[config.mk]
export PLATFORM = sky130hd
export DESIGN_NAME = llsc_reserve_unit
export DESIGN_NICKNAME = d
export VERILOG_FILES = /design/src/rtl/llsc_pkg.sv /design/src/rtl/llsc_decode.sv /design/src/rtl/llsc_resv.sv /design/src/rtl/llsc_reserve_unit.sv
export SDC_FILE = /design/constraint.sdc
export NUM_CORES = 1
export LEC_CHECK = 0
export ABC_AREA = 1
export CAP_MARGIN = 30
export CELL_PAD_IN_SITES_DETAIL_PLACEMENT = 0
export CELL_PAD_IN_SITES_GLOBAL_PLACEMENT = 1
export CORE_UTILIZATION = 45
export DETAILED_ROUTE_END_ITERATION = 10
export DONT_BUFFER_PORTS = 1
export GPL_TIMING_DRIVEN = 0
export PLACE_DENSITY_LB_ADDON = 0.1
export REMOVE_ABC_BUFFERS = 1
export SKIP_LAST_GASP = 1
export SLEW_MARGIN = 20
export SYNTH_ARGS = -nofsm -noshare
export SYNTH_HDL_FRONTEND = slang
export SYNTH_SLANG_ARGS = --single-unit
[constraint.sdc]
create_clock -name clk -period 2.9 [get_ports clk]
set_clock_uncertainty 0.2 [all_clocks]
set_input_delay 0.435 -clock clk [delete_from_list [all_inputs] [get_ports clk]]
set_output_delay 0.435 -clock clk [all_outputs]
set_load 0.01 [all_outputs]
[src/rtl/llsc_pkg.sv]
package llsc_pkg;

  localparam int OPC_W = 6;

  localparam logic [OPC_W-1:0] OPC_LINK  = 6'h1B;
  localparam logic [OPC_W-1:0] OPC_COND  = 6'h33;
  localparam logic [OPC_W-1:0] OPC_ST_W  = 6'h35;
  localparam logic [OPC_W-1:0] OPC_ST_B  = 6'h36;
  localparam logic [OPC_W-1:0] OPC_ST_H  = 6'h37;

  typedef enum logic [2:0] {
    MOP_NONE,
    MOP_LINK,
    MOP_COND,
    MOP_ST_W,
    MOP_ST_B,
    MOP_ST_H
  } mem_op_e;

endpackage

[src/rtl/llsc_decode.sv]
module llsc_decode
  import llsc_pkg::*;
#(
  parameter int AW    = 32,
  parameter int IMM_W = 16,
  parameter int HI_W  = 5
) (
  input  logic [31:0]   insn,
  input  logic [AW-1:0] base,
  output mem_op_e       op,
  output logic [AW-1:0] ea
);
  localparam int LO_W = IMM_W - HI_W;
  localparam int EXT_W = AW - IMM_W;

  logic [OPC_W-1:0] opc;
  logic             is_store;
  logic [IMM_W-1:0] imm_flat;
  logic [IMM_W-1:0] imm_split;
  logic [IMM_W-1:0] imm_sel;

  assign opc = insn[31:32-OPC_W];

  always_comb begin
    case (opc)
      OPC_LINK: op = MOP_LINK;
      OPC_COND: op = MOP_COND;
      OPC_ST_W: op = MOP_ST_W;
      OPC_ST_B: op = MOP_ST_B;
      OPC_ST_H: op = MOP_ST_H;
      default:  op = MOP_NONE;
    endcase
  end

  assign is_store  = (op == MOP_COND) || (op == MOP_ST_W) ||
                     (op == MOP_ST_B) || (op == MOP_ST_H);
  assign imm_flat  = insn[IMM_W-1:0];
  assign imm_split = {insn[25:26-HI_W], insn[LO_W-1:0]};
  assign imm_sel   = is_store ? imm_split : imm_flat;
  assign ea        = base + {{EXT_W{imm_sel[IMM_W-1]}}, imm_sel};

endmodule

[src/rtl/llsc_resv.sv]
module llsc_resv #(
  parameter int AW        = 32,
  parameter int GRAN_LOG2 = 2
) (
  input  logic          clk,
  input  logic          rst_n,
  input  logic          set_en,
  input  logic          clr_en,
  input  logic [AW-1:0] set_addr,
  input  logic [AW-1:0] probe_addr,
  output logic          live,
  output logic          hit_exact,
  output logic          hit_word
);
  logic          live_q, live_d;
  logic [AW-1:0] addr_q, addr_d;
  logic [AW-1:0] probe_word;

  assign probe_word = {probe_addr[AW-1:GRAN_LOG2], {GRAN_LOG2{1'b0}}};
  assign hit_exact  = live_q && (probe_addr == addr_q);
  assign hit_word   = live_q && (probe_word == addr_q);
  assign live       = live_q;

  always_comb begin
    live_d = live_q;
    addr_d = addr_q;
    if (set_en) begin
      live_d = 1'b1;
      addr_d = set_addr;
    end else if (clr_en) begin
      live_d = 1'b0;
    end
  end

  always_ff @(posedge clk or negedge rst_n) begin
    if (!rst_n) begin
      live_q <= 1'b0;
      addr_q <= '0;
    end else if (set_en || clr_en) begin
      live_q <= live_d;
      addr_q <= addr_d;
    end
  end

endmodule

[src/rtl/llsc_reserve_unit.sv]
module llsc_reserve_unit
  import llsc_pkg::*;
#(
  parameter int AW        = 32,
  parameter int DW        = 32,
  parameter int IMM_W     = 16,
  parameter int GRAN_LOG2 = 2
) (
  input  logic          clk,
  input  logic          rst_n,
  input  logic          op_valid,
  input  logic [31:0]   insn,
  input  logic [AW-1:0] base_val,
  input  logic [DW-1:0] store_data,
  output logic          mem_we,
  output logic [AW-1:0] mem_addr,
  output logic [DW-1:0] mem_wdata,
  output logic          cond_flag
);
  mem_op_e       op;
  logic [AW-1:0] ea;
  logic          resv_live, hit_exact, hit_word;
  logic          is_plain_st, is_cond, is_link, known;
  logic          set_en, clr_en;

  llsc_decode #(.AW(AW), .IMM_W(IMM_W), .HI_W(5)) u_dec (
    .insn (insn),
    .base (base_val),
    .op   (op),
    .ea   (ea)
  );

  assign is_link     = op_valid && (op == MOP_LINK);
  assign is_cond     = op_valid && (op == MOP_COND);
  assign is_plain_st = op_valid && ((op == MOP_ST_W) || (op == MOP_ST_B) ||
                                    (op == MOP_ST_H));
  assign known       = op_valid && (op != MOP_NONE);
  assign set_en      = is_link;
  assign clr_en      = is_cond || (is_plain_st && hit_word);

  llsc_resv #(.AW(AW), .GRAN_LOG2(GRAN_LOG2)) u_resv (
    .clk        (clk),
    .rst_n      (rst_n),
    .set_en     (set_en),
    .clr_en     (clr_en),
    .set_addr   (ea),
    .probe_addr (ea),
    .live       (resv_live),
    .hit_exact  (hit_exact),
    .hit_word   (hit_word)
  );

  logic          we_d, flag_d;
  logic          flag_q, we_q;
  logic [AW-1:0] addr_q;
  logic [DW-1:0] data_q;

  always_comb begin
    we_d   = is_plain_st || (is_cond && hit_exact);
    flag_d = is_cond ? hit_exact : flag_q;
  end

  always_ff @(posedge clk or negedge rst_n) begin
    if (!rst_n) begin
      we_q   <= 1'b0;
      flag_q <= 1'b0;
    end else begin
      we_q   <= we_d;
      flag_q <= flag_d;
    end
  end

  always_ff @(posedge clk or negedge rst_n) begin
    if (!rst_n) begin
      addr_q <= '0;
      data_q <= '0;
    end else if (known) begin
      addr_q <= ea;
      data_q <= store_data;
    end
  end

  assign mem_we    = we_q;
  assign cond_flag = flag_q;
  assign mem_addr  = addr_q;
  assign mem_wdata = data_q;

endmodule

==> summary.txt, run 1 <==
Status
  • Status: finished, violations left
  • Failing checks: hold timing, setup timing

Worst setup path
  • Critical Path Max Stage Delay: 320 ps
  • Delay-heaviest family, CP: simple AND/OR/NAND/NOR gates
  • Crit path kind: in2reg
  • Reg2Reg Setup Slack: 1040 ps
  • Arr. time, crit path: 3150 ps
  • Critical path, cell by cell: nand2_8, nand3b_1, nand2_4, inv_4, nand2_2, nand2_2, ha_4, nand2_4, nor2_4, inv_2, nor2_2, nand2_2, nand2_4, nand2_4, nand2_2, nand2_1, nand3_2, nand2_2, nor2_2, nand2_2, nor2_4, nand3_2, nand2_1, nand2_1
  • CP required: 2910 ps
  • Top cell by count, worst path: nand2_2
  • Maximum fanout along the worst path: 5
  • CP Capture Type: register
  • Buffers and inverters on the worst path: 2
  • CP Launch Type: input port
  • Slowest stage cell, crit path: ha_4

Floorplanning
  • Core footprint: 15,400 um2
  • Die area: 16,400 um2
  • Die Ht: 128 um
  • DIE WIDTH: 128 um
  • Row cnt: 45
  • I/O pin total: 165
  • Starting Density: 46.7%

Timing
  • WHS: -432 ps
  • PnR worst setup slack: -243 ps
  • Min Tclk post-route: 3140 ps
  • F_max: 318 MHz
  • Final number of max-transition violations: 0
  • Hold Vio Cnt, Final: 99
  • Final setup vio count: 4
  • Worst-Margin Slew: 888 ps
  • Relative slew slack: 40.6%
  • Tcrit/Tclk final: 108%
  • Post-Route Setup TNS: -705 ps
  • RSZ-0062 raised after global routing: true

Placement
  • DP HPWL: 14.8 mm
  • I/O Buffers: 0
  • Placed Instances: 1,296
  • Final GP Congestion: 0.854
  • Setup slack at placement: -1430 ps

Power and ir drop
  • Peak VDD IR: 0.325 mV
  • Register share of total power: 39.9%
  • Switching Fraction: 37.9%
  • Power per cell area: 548 nW/um2
  • Internal power: 3280 uW
  • Comb pwr share: 34.6%
  • Clock power share: 25.5%
  • Total power: 5280 uW
  • Net switching power: 2000 uW
  • P_leak: 0.00500 uW

Flow run
  • Max Cap Viol: 0

Logic synthesis
  • Unique cell type count in the Yosys netlist: 32
  • Synthesis Warnings: 0
  • Synthesized instance count: 1,104
  • #FFs+latches synth: 99
  • Cell area after synthesis: 7170 um2
  • Register area share after synthesis: 34.5%
  • Avg Synthesized Cell Area: 6.50 um2

Detailed routing
  • Detailed-route DRC error count: 0
  • 1st-pass router iterations: 5
  • 1st-iter DRT viols: 353
  • DR vias: 6,997
  • Post-route ant nets: 0
  • Wire per inst: 15.6 um
  • Average vias per placed instance: 5.04
  • Final WL: 21.6 mm

Hold path
  • Hold Path Class: in2async

Clock tree
  • Clk buf depth: 2
  • Num CTS Buffers: 9
  • H-Tree Level Count: 3
  • CTS clk-pin slew, worst paths: 80 ps
  • Clock Latency Late Sink: 360 ps
  • Clock root cell: clkbuf_16
  • CTS tree: built
  • Clock sinks: 99
  • Hold_buf cts: 29

Cells and area
  • Area Overhead vs Synth: 34.3%
  • N_diodes: 0
  • Commonest non-fill, non-tap cell in the layout: nand2_1
  • Layout cells sized above 1: 27.6%
  • Filler Cells Inserted: 1,422
  • Final cell count without fillers: 1,389
  • Most frequent cells in the layout: nand2_1, inv_1, dfrtp_1
  • Final Net Count: 1,308

Global routing
  • Vias in the first global route: 6,476
  • Overflow after GRT: 0
  • Largest net degree at the start of global routing: 100
  • Global-route wire length before repair: 32.6 mm
  • Antenna violations before repair: 0
  • GRT Total Usage: 26.1%
## what timing repair did
action / 4_1_cts / 5_1_grt
pin swaps: 71 / 96
setup buffers: 34 / 13
gates resized for setup: 163 / 144
cloned: 2 / 0
endpoints found under the setup margin: 35 / 16
endpoints found under the hold margin: 128 / 99
## cells by family (layout without fill, tap and decap cells)
kind of cell	Yosys count	in the layout	synth area share, %
buf+inv	188	260	9.94
simple gates	680	682	40.1
fa+ha+maj	35	35	6.21
compound gates	86	86	6.51
flops	99	99	34.5
xor+xnor	16	16	2.72
## area by class of cell
type / count / area, um2 / area share (%)
clock buffers: 10 / 239 / 2.48
well taps: 211 / 264 / 2.74
flip-flops and latches: 99 / 2480 / 25.7
clock inverters: 5 / 82.6 / 0.857
multi-input cells: 819 / 5240 / 54.4
inverters: 169 / 658 / 6.83
repair buffers: 76 / 673 / 6.99
## final timing paths
kind                                                      to  cells after the start                          from
worst min register to register  u_resv.addr_q[5]$_DFFE_PN0P_                      2  u_resv.addr_q[5]$_DFFE_PN0P_
worst max-delay path                 u_resv.live$_DFFE_PN0P_                     24                      insn[31]
worst min-delay path            u_resv.addr_q[4]$_DFFE_PN0P_                      0                         rst_n
max in group asynchronous           mem_addr[30]$_DFFE_PN0P_                      0                         rst_n
min in group clk                   mem_wdata[25]$_DFFE_PN0P_                      2                store_data[25]
worst max register to register              mem_we$_DFF_PN0_                      7  u_resv.addr_q[1]$_DFFE_PN0P_
## cell usage after synthesis, drive strengths merged
| cell | count | area share [%] |
|---|---|---|
| a21o | 1 | 0.10 |
| a21oi | 21 | 1.5 |
| a221oi | 1 | 0.12 |
| a31oi | 16 | 1.4 |
| and2 | 3 | 0.26 |
| and3 | 1 | 0.087 |
| buf | 6 | 0.42 |
| clkbuf | 13 | 0.68 |
| dfrtp | 99 | 35 |
| fa | 1 | 0.28 |
| ha | 34 | 5.9 |
| inv | 169 | 8.8 |
| nand2 | 478 | 26 |
| nand3 | 95 | 6.7 |
| nand3b | 7 | 0.73 |
| nand4 | 9 | 0.78 |
| nor2 | 76 | 4.6 |
| nor3 | 8 | 0.56 |
| nor4 | 2 | 0.17 |
| o21ai | 45 | 3.1 |
| o21bai | 1 | 0.10 |
| o221ai | 1 | 0.12 |
| or2 | 1 | 0.087 |
| xnor2 | 3 | 0.37 |
| xnor3 | 4 | 1.3 |
| xor2 | 9 | 1.1 |
## through the flow
stage,cell area (um2),util (%)
after floorplan,7090,-
after global placement,7360,47.9
after detailed placement,7370,47.9
after CTS,9030,58.7
after global routing,9630,62.7
final,9630,62.7
## flip-flops by register name, indices dropped and copies added (netlist names)
signal / flops
cond_flag: 1
u_resv.addr_q: 32
u_resv.live: 1
mem_addr: 32
mem_we: 1
mem_wdata: 32
## power groups by stage
stage / combinational (uW) / sequential [uW] / clock (uW)
final: 1830 / 2110 / 1340
after global routing: 2040 / 2150 / 1420
after CTS: 1610 / 2110 / 1380
after detailed placement: 1320 / 2130 / 0
after global placement: 1300 / 2120 / 0
after floorplan: 1050 / 2060 / 0
## layer usage
layer	up-vias	routed length (um)	GRT usage (%)
met4	0	402	7.68
met1	3215	9690	34.3
li1	3572	-	-
met2	183	10000	43.2
met5	-	0	0
met3	27	1540	5.43
## worst reg2reg max path, cell delays in order (launching register included)
cell      delay (ps)
dfrtp_1          410
a221oi_1         310
o221ai_1         160
nor3_1           220
nand3_1          120
nor3_2           190
nand3_2          110
nand2_1           80
Power figures use the tool's default switching activity.
==> run 2: changes to the inputs <==
CORE_UTILIZATION = 40   (was 45)
SKIP_CTS_REPAIR_TIMING = 1   (was not set)
==> run 2 against run 1 <==
The flow still finishes with violations (hold timing, setup timing); maximum frequency shrank 3.3%; sequential cell count unchanged; first-iteration DRC count is 22% lower; final area fell by 8.9%; combinational power shrank 14%; highest routed layer unchanged.
==> summary.txt, run 2 (synthesis gave the netlist of run 1 again) <==
Status
  • Status: finished, violations left
  • Failing checks: hold timing, setup timing

Placement
  • I/O Buffers: 0 (unchanged)
  • Placed Instances: 1,310 (+1.1%)
  • DP HPWL: 15.5 mm (+5.0%)
  • Final GP Congestion: 0.857 (+0.33%)
  • Placed Area: 7390 um2 (+0.24%)

Worst setup path
  • CP Capture Type: register
  • Worst Setup SP: insn[31]
  • Reg2Reg Setup Slack: 1120 ps (+80 ps)
  • Maximum fanout along the worst path: 7 (+2)
  • Depth of the most critical reg-to-reg path: 8 (+1)
  • FF-to-FF Start: u_resv.addr_q[10]$_DFFE_PN0P_
  • Worst setup path endpoint: u_resv.live$_DFFE_PN0P_
  • Arr. time, crit path: 3270 ps (+120 ps)
  • FF-to-FF End: u_resv.live$_DFFE_PN0P_
  • Crit path kind: in2reg
  • CP Launch Type: input port
  • CP required: 2920 ps (about the same)

Timing
  • Worst-Margin Slew: 912 ps (+23.5 ps)
  • Final setup vio count: 3 (-1)
  • RSZ-0062 raised after global routing: true
  • Hold Vio Cnt, Final: 104 (+5.1%)
  • Tcrit/Tclk final: 112% (+3.7 points)
  • WHS: -434 ps (-2.48 ps)
  • PnR worst setup slack: -351 ps (-108 ps)
  • F_max: 308 MHz (-3.3%)
  • Relative slew slack: 39.1% (-1.6 points)
  • Final number of max-transition violations: 0 (unchanged)
  • Min Tclk post-route: 3250 ps (+108 ps)

Cells and area
  • Layout Cell Area excl Fill: 8770 um2 (-8.9%)
  • FF+latch area: 2480 um2 (unchanged)
  • Most frequent cells in the layout: nand2_1, inv_1, dfrtp_1
  • Final Core Density: 50.4% (-12 points)
  • Final Net Count: 1,267 (-3.1%)
  • N_diodes: 0 (unchanged)
  • Commonest non-fill, non-tap cell in the layout: nand2_1
  • Filler Cells Inserted: 1,798 (+26%)
  • Final cell count without fillers: 1,363 (-1.9%)
  • Area Overhead vs Synth: 22.3%
  • Layout cells sized above 1: 17.5% (-10 points)
  • Footprint of the multi-input gates: 4740 um2 (-9.5%)

Clock tree
  • Clock Latency Late Sink: 360 ps (about the same)
  • CTS clk-pin slew, worst paths: 80 ps (about the same)
  • Num CTS Buffers: 9 (unchanged)
  • H-Tree Level Count: 3 (unchanged)
  • Clock root cell: clkbuf_16
  • Clk buf depth: 2 (unchanged)
  • CTS tree: built
  • Clock sinks: 99 (unchanged)

Detailed routing
  • Detailed-route DRC error count: 0 (unchanged)
  • Highest Signal Layer: met4
  • Final WL: 21.0 mm (-2.8%)
  • Met2 wire len: 9.27 mm (-7.4%)
  • DR vias: 6,674 (-4.6%)
  • Wire per inst: 15.4 um (-0.99%)
  • Post-route ant nets: 0 (unchanged)
  • DR WL met3: 1.48 mm (-4.2%)
  • Average vias per placed instance: 4.90 (-2.8%)
  • 1st-pass router iterations: 5 (unchanged)
  • 1st-iter DRT viols: 277 (-22%)
  • Wl on met1: 10.0 mm (+3.7%)

Global routing
  • GRT Total Usage: 21.9% (-4.2 points)
  • Overflow after GRT: 0 (unchanged)
  • Global-route wire length before repair: 30.9 mm (-5.2%)
  • Antenna violations before repair: 0 (unchanged)
  • Largest net degree at the start of global routing: 100 (unchanged)
  • Vias in the first global route: 5,961 (-8.0%)

Floorplanning
  • Die area: 18,500 um2 (+12%)
  • Core footprint: 17,400 um2 (+13%)
  • Die Ht: 136 um (+6.0%)
  • DIE WIDTH: 136 um (+6.0%)
  • Row cnt: 48 (+6.7%)
  • Starting Density: 41.2% (-5.5 points)
  • I/O pin total: 165 (unchanged)

Power and ir drop
  • P_leak: 0.00462 uW (-7.5%)
  • Power per cell area: 560 nW/um2 (+2.2%)
  • Peak VDD IR: 0.288 mV (-11%)

Hold path
  • Hold Path Class: in2async

Flow run
  • Max Cap Viol: 0 (unchanged)
[run 2: layout make-up]
cell class	instances	area share, %
multi-input cells	818	54.1
flip-flops and latches	99	28.2
inverters	169	7.33
repair buffers	36	3.79
well taps	225	3.21
clock buffers	10	2.72
clock inverters	6	0.628
[run 2: how the worst min path moves through the flow]
stage               slack, ps  startpoint                            end
floorplan                 -60       rst_n          cond_flag$_DFFE_PN0P_
global placement          -60       rst_n      mem_wdata[23]$_DFFE_PN0P_
detailed placement        -60       rst_n      mem_wdata[23]$_DFFE_PN0P_
CTS                      -450       rst_n  u_resv.addr_q[12]$_DFFE_PN0P_
global route             -450       rst_n      mem_wdata[23]$_DFFE_PN0P_
finish                   -430       rst_n       mem_addr[17]$_DFFE_PN0P_
[run 2: metrics by stage]
stage / power (uW) / setup slack, ps / setup TNS, ps
after CTS: 4730 / -1050 / -11230
after global placement: 3430 / -1800 / -111670
after global routing: 5270 / -601 / -1710
after floorplan: 3110 / -356 / -12540
final: 4920 / -351 / -931
after detailed placement: 3460 / -1430 / -26110
[run 2: metal layers]
| metal | track usage, % | up-vias |
|---|---|---|
| li1 | - | 3497 |
| met1 | 30.3 | 2994 |
| met2 | 34.7 | 168 |
| met3 | 4.59 | 15 |
| met4 | 5.56 | 0 |
| met5 | 0 | - |
[run 2: worst max-delay path, cell delays in order]
cell        delay [ps]
nand2_8             30
nand3b_1           280
nand2_4            230
clkinvlp_4         210
nand2_2            100
nand2_2            100
ha_4               320
nand2_4             60
inv_2               70
nand2_4             70
nor3_4             170
nand2_2            110
nand2_4            120
nand2_4             80
nand3_4            100
nand2_4             60
nand2_2             50
nand2_2             70
nor2_2             110
nand2_2             80
nor2_4             160
nand3_2            100
nand2_2             60
nand2_1             50
[run 2: power by group]
group | internal (uW) | switching [uW] | total (uW)
Combinational | 633 | 937 | 1570
Sequential | 1730 | 367 | 2100
Clock | 626 | 619 | 1250
Total | 2990 | 1920 | 4920
==> run 3: changes to the inputs <==
ABC_AREA = 0   (was 1)
==> run 3 against run 2 <==
The run still ends with hold timing, setup timing left; sequential cell count stayed put; die area shrank 6.7%; core utilization rose by 2.1 points; hold slack got worse by 2.3 ps; area after synthesis down 6.8%; maximum frequency is 14% lower; critical path type unchanged; largest power group unchanged; highest routed layer unchanged.
==> summary.txt, run 3 <==
Status
  • Status: finished, violations left
  • Failing checks: hold timing, setup timing

Logic synthesis
  • Unique cell type count in the Yosys netlist: 71 (+120%)
  • Cell area after synthesis: 6690 um2 (-6.8%)
  • Avg Synthesized Cell Area: 8.28 um2 (+27%)
  • EDFF count, synth: 0 (unchanged)
  • Most frequent cell after synthesis: nand2_1
  • Largest cells by area after synthesis: dfrtp_1, nand2_1, ha_1
  • Synth cell count leaders: nand2_1, dfrtp_1, o21ai_0
  • Synthesized instance count: 808 (-27%)
  • Register area share after synthesis: 37.0% (+2.5 points)
  • #FFs+latches synth: 99 (unchanged)
  • Synthesis Warnings: 0 (unchanged)
  • Synth async-reset ratio: 100% (unchanged)
  • Synth area leader: dfrtp_1
  • Synth Flop Type: dfrtp_1
  • Share of the synthesized area in the top cell type: 37.0% (+2.5 points)

Global routing
  • Vias in the first global route: 5,583 (-6.3%)
  • Overflow after GRT: 0 (unchanged)
  • Global-route wire length before repair: 31.3 mm (+1.2%)
  • Largest net degree at the start of global routing: 100 (unchanged)
  • GRT Total Usage: 23.1% (+1.2 points)
  • Antenna violations before repair: 0 (unchanged)

Detailed routing
  • Detailed-route DRC error count: 0 (unchanged)
  • Final WL: 21.1 mm (+0.13%)
  • Wire per inst: 19.5 um (+27%)
  • 1st-pass router iterations: 5 (unchanged)
  • Average vias per placed instance: 5.61 (+15%)
  • DR vias: 6,040 (-9.5%)
  • 1st-iter DRT viols: 430 (+55%)
  • Post-route ant nets: 0 (unchanged)

Power and ir drop
  • Comb pwr share: 34.7% (+2.8 points)
  • Power per cell area: 599 nW/um2 (+6.8%)
  • Net switching power: 1960 uW (+1.7%)
  • P_leak: 0.00378 uW (-18%)
  • Clock power share: 24.0% (-1.3 points)
  • Switching Fraction: 38.6% (-0.50 points)
  • Peak VDD IR: 0.288 mV (+0.23%)
  • Internal power: 3110 uW (+3.9%)
  • Register share of total power: 41.3% (-1.4 points)
  • Total power: 5070 uW (+3.1%)

Worst setup path
  • CP Capture Type: register
  • Maximum fanout along the worst path: 7 (unchanged)
  • FF-to-FF End: u_resv.live$_DFFE_PN0P_
  • Crit path kind: in2reg
  • Depth of the most critical reg-to-reg path: 10 (+2)
  • Arr. time, crit path: 3830 ps (+560 ps)
  • Worst Setup SP: insn[28]
  • Critical Path Max Stage Delay: 450 ps (+130 ps)
  • Critical path, cell by cell: maj3_2, nand3_4, mux2_4, ha_2, xor2_2, o32a_1, nand4_1, a2111oi_1, nand4b_1, nor4_2, and4_4, and3_1, o21ai_1
  • CP required: 2950 ps (+30 ps)
  • Slowest stage cell, crit path: ha_2
  • FF-to-FF Start: u_resv.addr_q[20]$_DFFE_PN0P_
  • CP Launch Type: input port
  • Reg2Reg Setup Slack: 130 ps (-990 ps)

Floorplanning
  • Starting Density: 41.5% (+0.32 points)
  • Die area: 17,200 um2 (-6.7%)
  • I/O pin total: 165 (unchanged)
  • Die Ht: 131 um (-3.4%)
  • Core footprint: 16,100 um2 (-7.5%)
  • DIE WIDTH: 131 um (-3.4%)
  • Row cnt: 46 (-4.2%)

Clock tree
  • CTS clk-pin slew, worst paths: 80 ps (about the same)
  • Clock sinks: 99 (unchanged)
  • Clock Latency Late Sink: 360 ps (about the same)
  • Clock root cell: clkbuf_16
  • H-Tree Level Count: 3 (unchanged)
  • CTS tree: built
  • Clk buf depth: 2 (unchanged)
  • Num CTS Buffers: 9 (unchanged)

Timing
  • RSZ-0062 raised after global routing: true
  • Relative slew slack: 57.2% (+18 points)
  • Final number of max-transition violations: 0 (unchanged)
  • F_max: 264 MHz (-14%)
  • Tcrit/Tclk final: 131% (+18 points)
  • Worst-Margin Slew: 639 ps (-273 ps)
  • WHS: -436 ps (-2.32 ps)
  • Hold Vio Cnt, Final: 104 (unchanged)
  • Min Tclk post-route: 3780 ps (+534 ps)
  • PnR worst setup slack: -885 ps (-534 ps)
  • Final setup vio count: 27 (+24)

Cells and area
  • N_diodes: 0 (unchanged)
  • Layout cells sized above 1: 20.7% (+3.2 points)
  • Commonest non-fill, non-tap cell in the layout: nand2_1
  • Most frequent cells in the layout: nand2_1, dfrtp_1, buf_4
  • Final Net Count: 990 (-22%)
  • Filler Cells Inserted: 1,494 (-17%)
  • Area Overhead vs Synth: 26.5%

Placement
  • Setup slack at placement: -2390 ps (-964 ps)
  • I/O Buffers: 0 (unchanged)
  • DP HPWL: 15.5 mm (-0.14%)
  • Final GP Congestion: 0.894 (+4.4%)

Hold path
  • Hold Path Class: in2async

Flow run
  • Max Cap Viol: 0 (unchanged)
-- run 3: cell types whose count changed after synthesis, sizes merged, moves of 15 or more --
cell / previous run / this run
nor2: 76 / 22
xnor2: 3 / 39
a21oi: 21 / 42
xor2: 9 / 30
nand2: 478 / 254
nand3: 95 / 17
a21o: 1 / 16
o21ai: 45 / 61
inv: 169 / 11
-- run 3: power by group through the flow --
stage	clock network, uW	logic [uW]	registers, uW
6_report	1210	1760	2090
4_1_cts	1240	1390	2100
3_5_place_dp	0	1390	2120
2_1_floorplan	0	1050	2030
3_3_place_gp	0	1360	2110
5_1_grt	1300	1930	2130
-- run 3: kinds of logic after synthesis --
| group | Yosys count | share of synthesized area (%) |
|---|---|---|
| AOI/OAI and AO/OA | 182 | 18.4 |
| xor gates and xnor gates | 70 | 9.50 |
| adders and majority gates | 36 | 6.81 |
| buffers and inverters | 50 | 3.11 |
| DFF | 99 | 37.0 |
| muxes | 11 | 1.76 |
| and+or+nand+nor | 360 | 23.4 |
-- run 3: worst max-delay path: cells and delay by family --
family	cells	cell delay [ps]
AOI/OAI and AO/OA	3	600
xor gates and xnor gates	1	340
adders and majority gates	2	780
muxes	1	420
and+or+nand+nor	6	1230
-- run 3: cell type report --
type / instances / area, um2 / share of cell area, %
clock buffers: 10 / 239 / 2.82
clock inverters: 6 / 58.8 / 0.695
inverters: 11 / 41.3 / 0.488
multi-input cells: 660 / 4690 / 55.5
flip-flops and latches: 99 / 2480 / 29.3
well taps: 216 / 270 / 3.19
repair buffers: 75 / 682 / 8.06
-- run 3: how the worst max path moves through the flow --
stage                     slack [ps]  depth (start not counted)                 endpoint
after floorplan                -1220                         14  u_resv.live$_DFFE_PN0P_
after global placement         -2370                         14         mem_we$_DFF_PN0_
after detailed placement       -2390                         14         mem_we$_DFF_PN0_
after CTS                      -2020                         14         mem_we$_DFF_PN0_
after global routing           -1030                         14  u_resv.live$_DFFE_PN0P_
final                           -880                         13  u_resv.live$_DFFE_PN0P_
-- run 3: metal layers --
layer	share of wire, %	global-route usage (%)	wire (um)	vias up
li1	-	-	-	2903
met1	44	30.1	9350	2981
met2	51	39.6	10600	131
met3	3.6	4.01	763	25
met4	1.4	5.88	304	0
met5	0	0	0	-
-- run 3: per-stage QoR --
| step | area (um2) | setup TNS (ps) | utilization, % | instances |
|---|---|---|---|---|
| finish | 8460 | -6380 | 52.5 | 1077 |
| global route | 8460 | -9720 | 52.5 | 1077 |
| CTS | 7200 | -35920 | 44.7 | 1005 |
| detailed placement | 6910 | -51440 | 42.8 | 989 |
| global placement | 6790 | -97400 | 42.2 | 985 |
| floorplan | 6520 | -21350 | - | 769 |
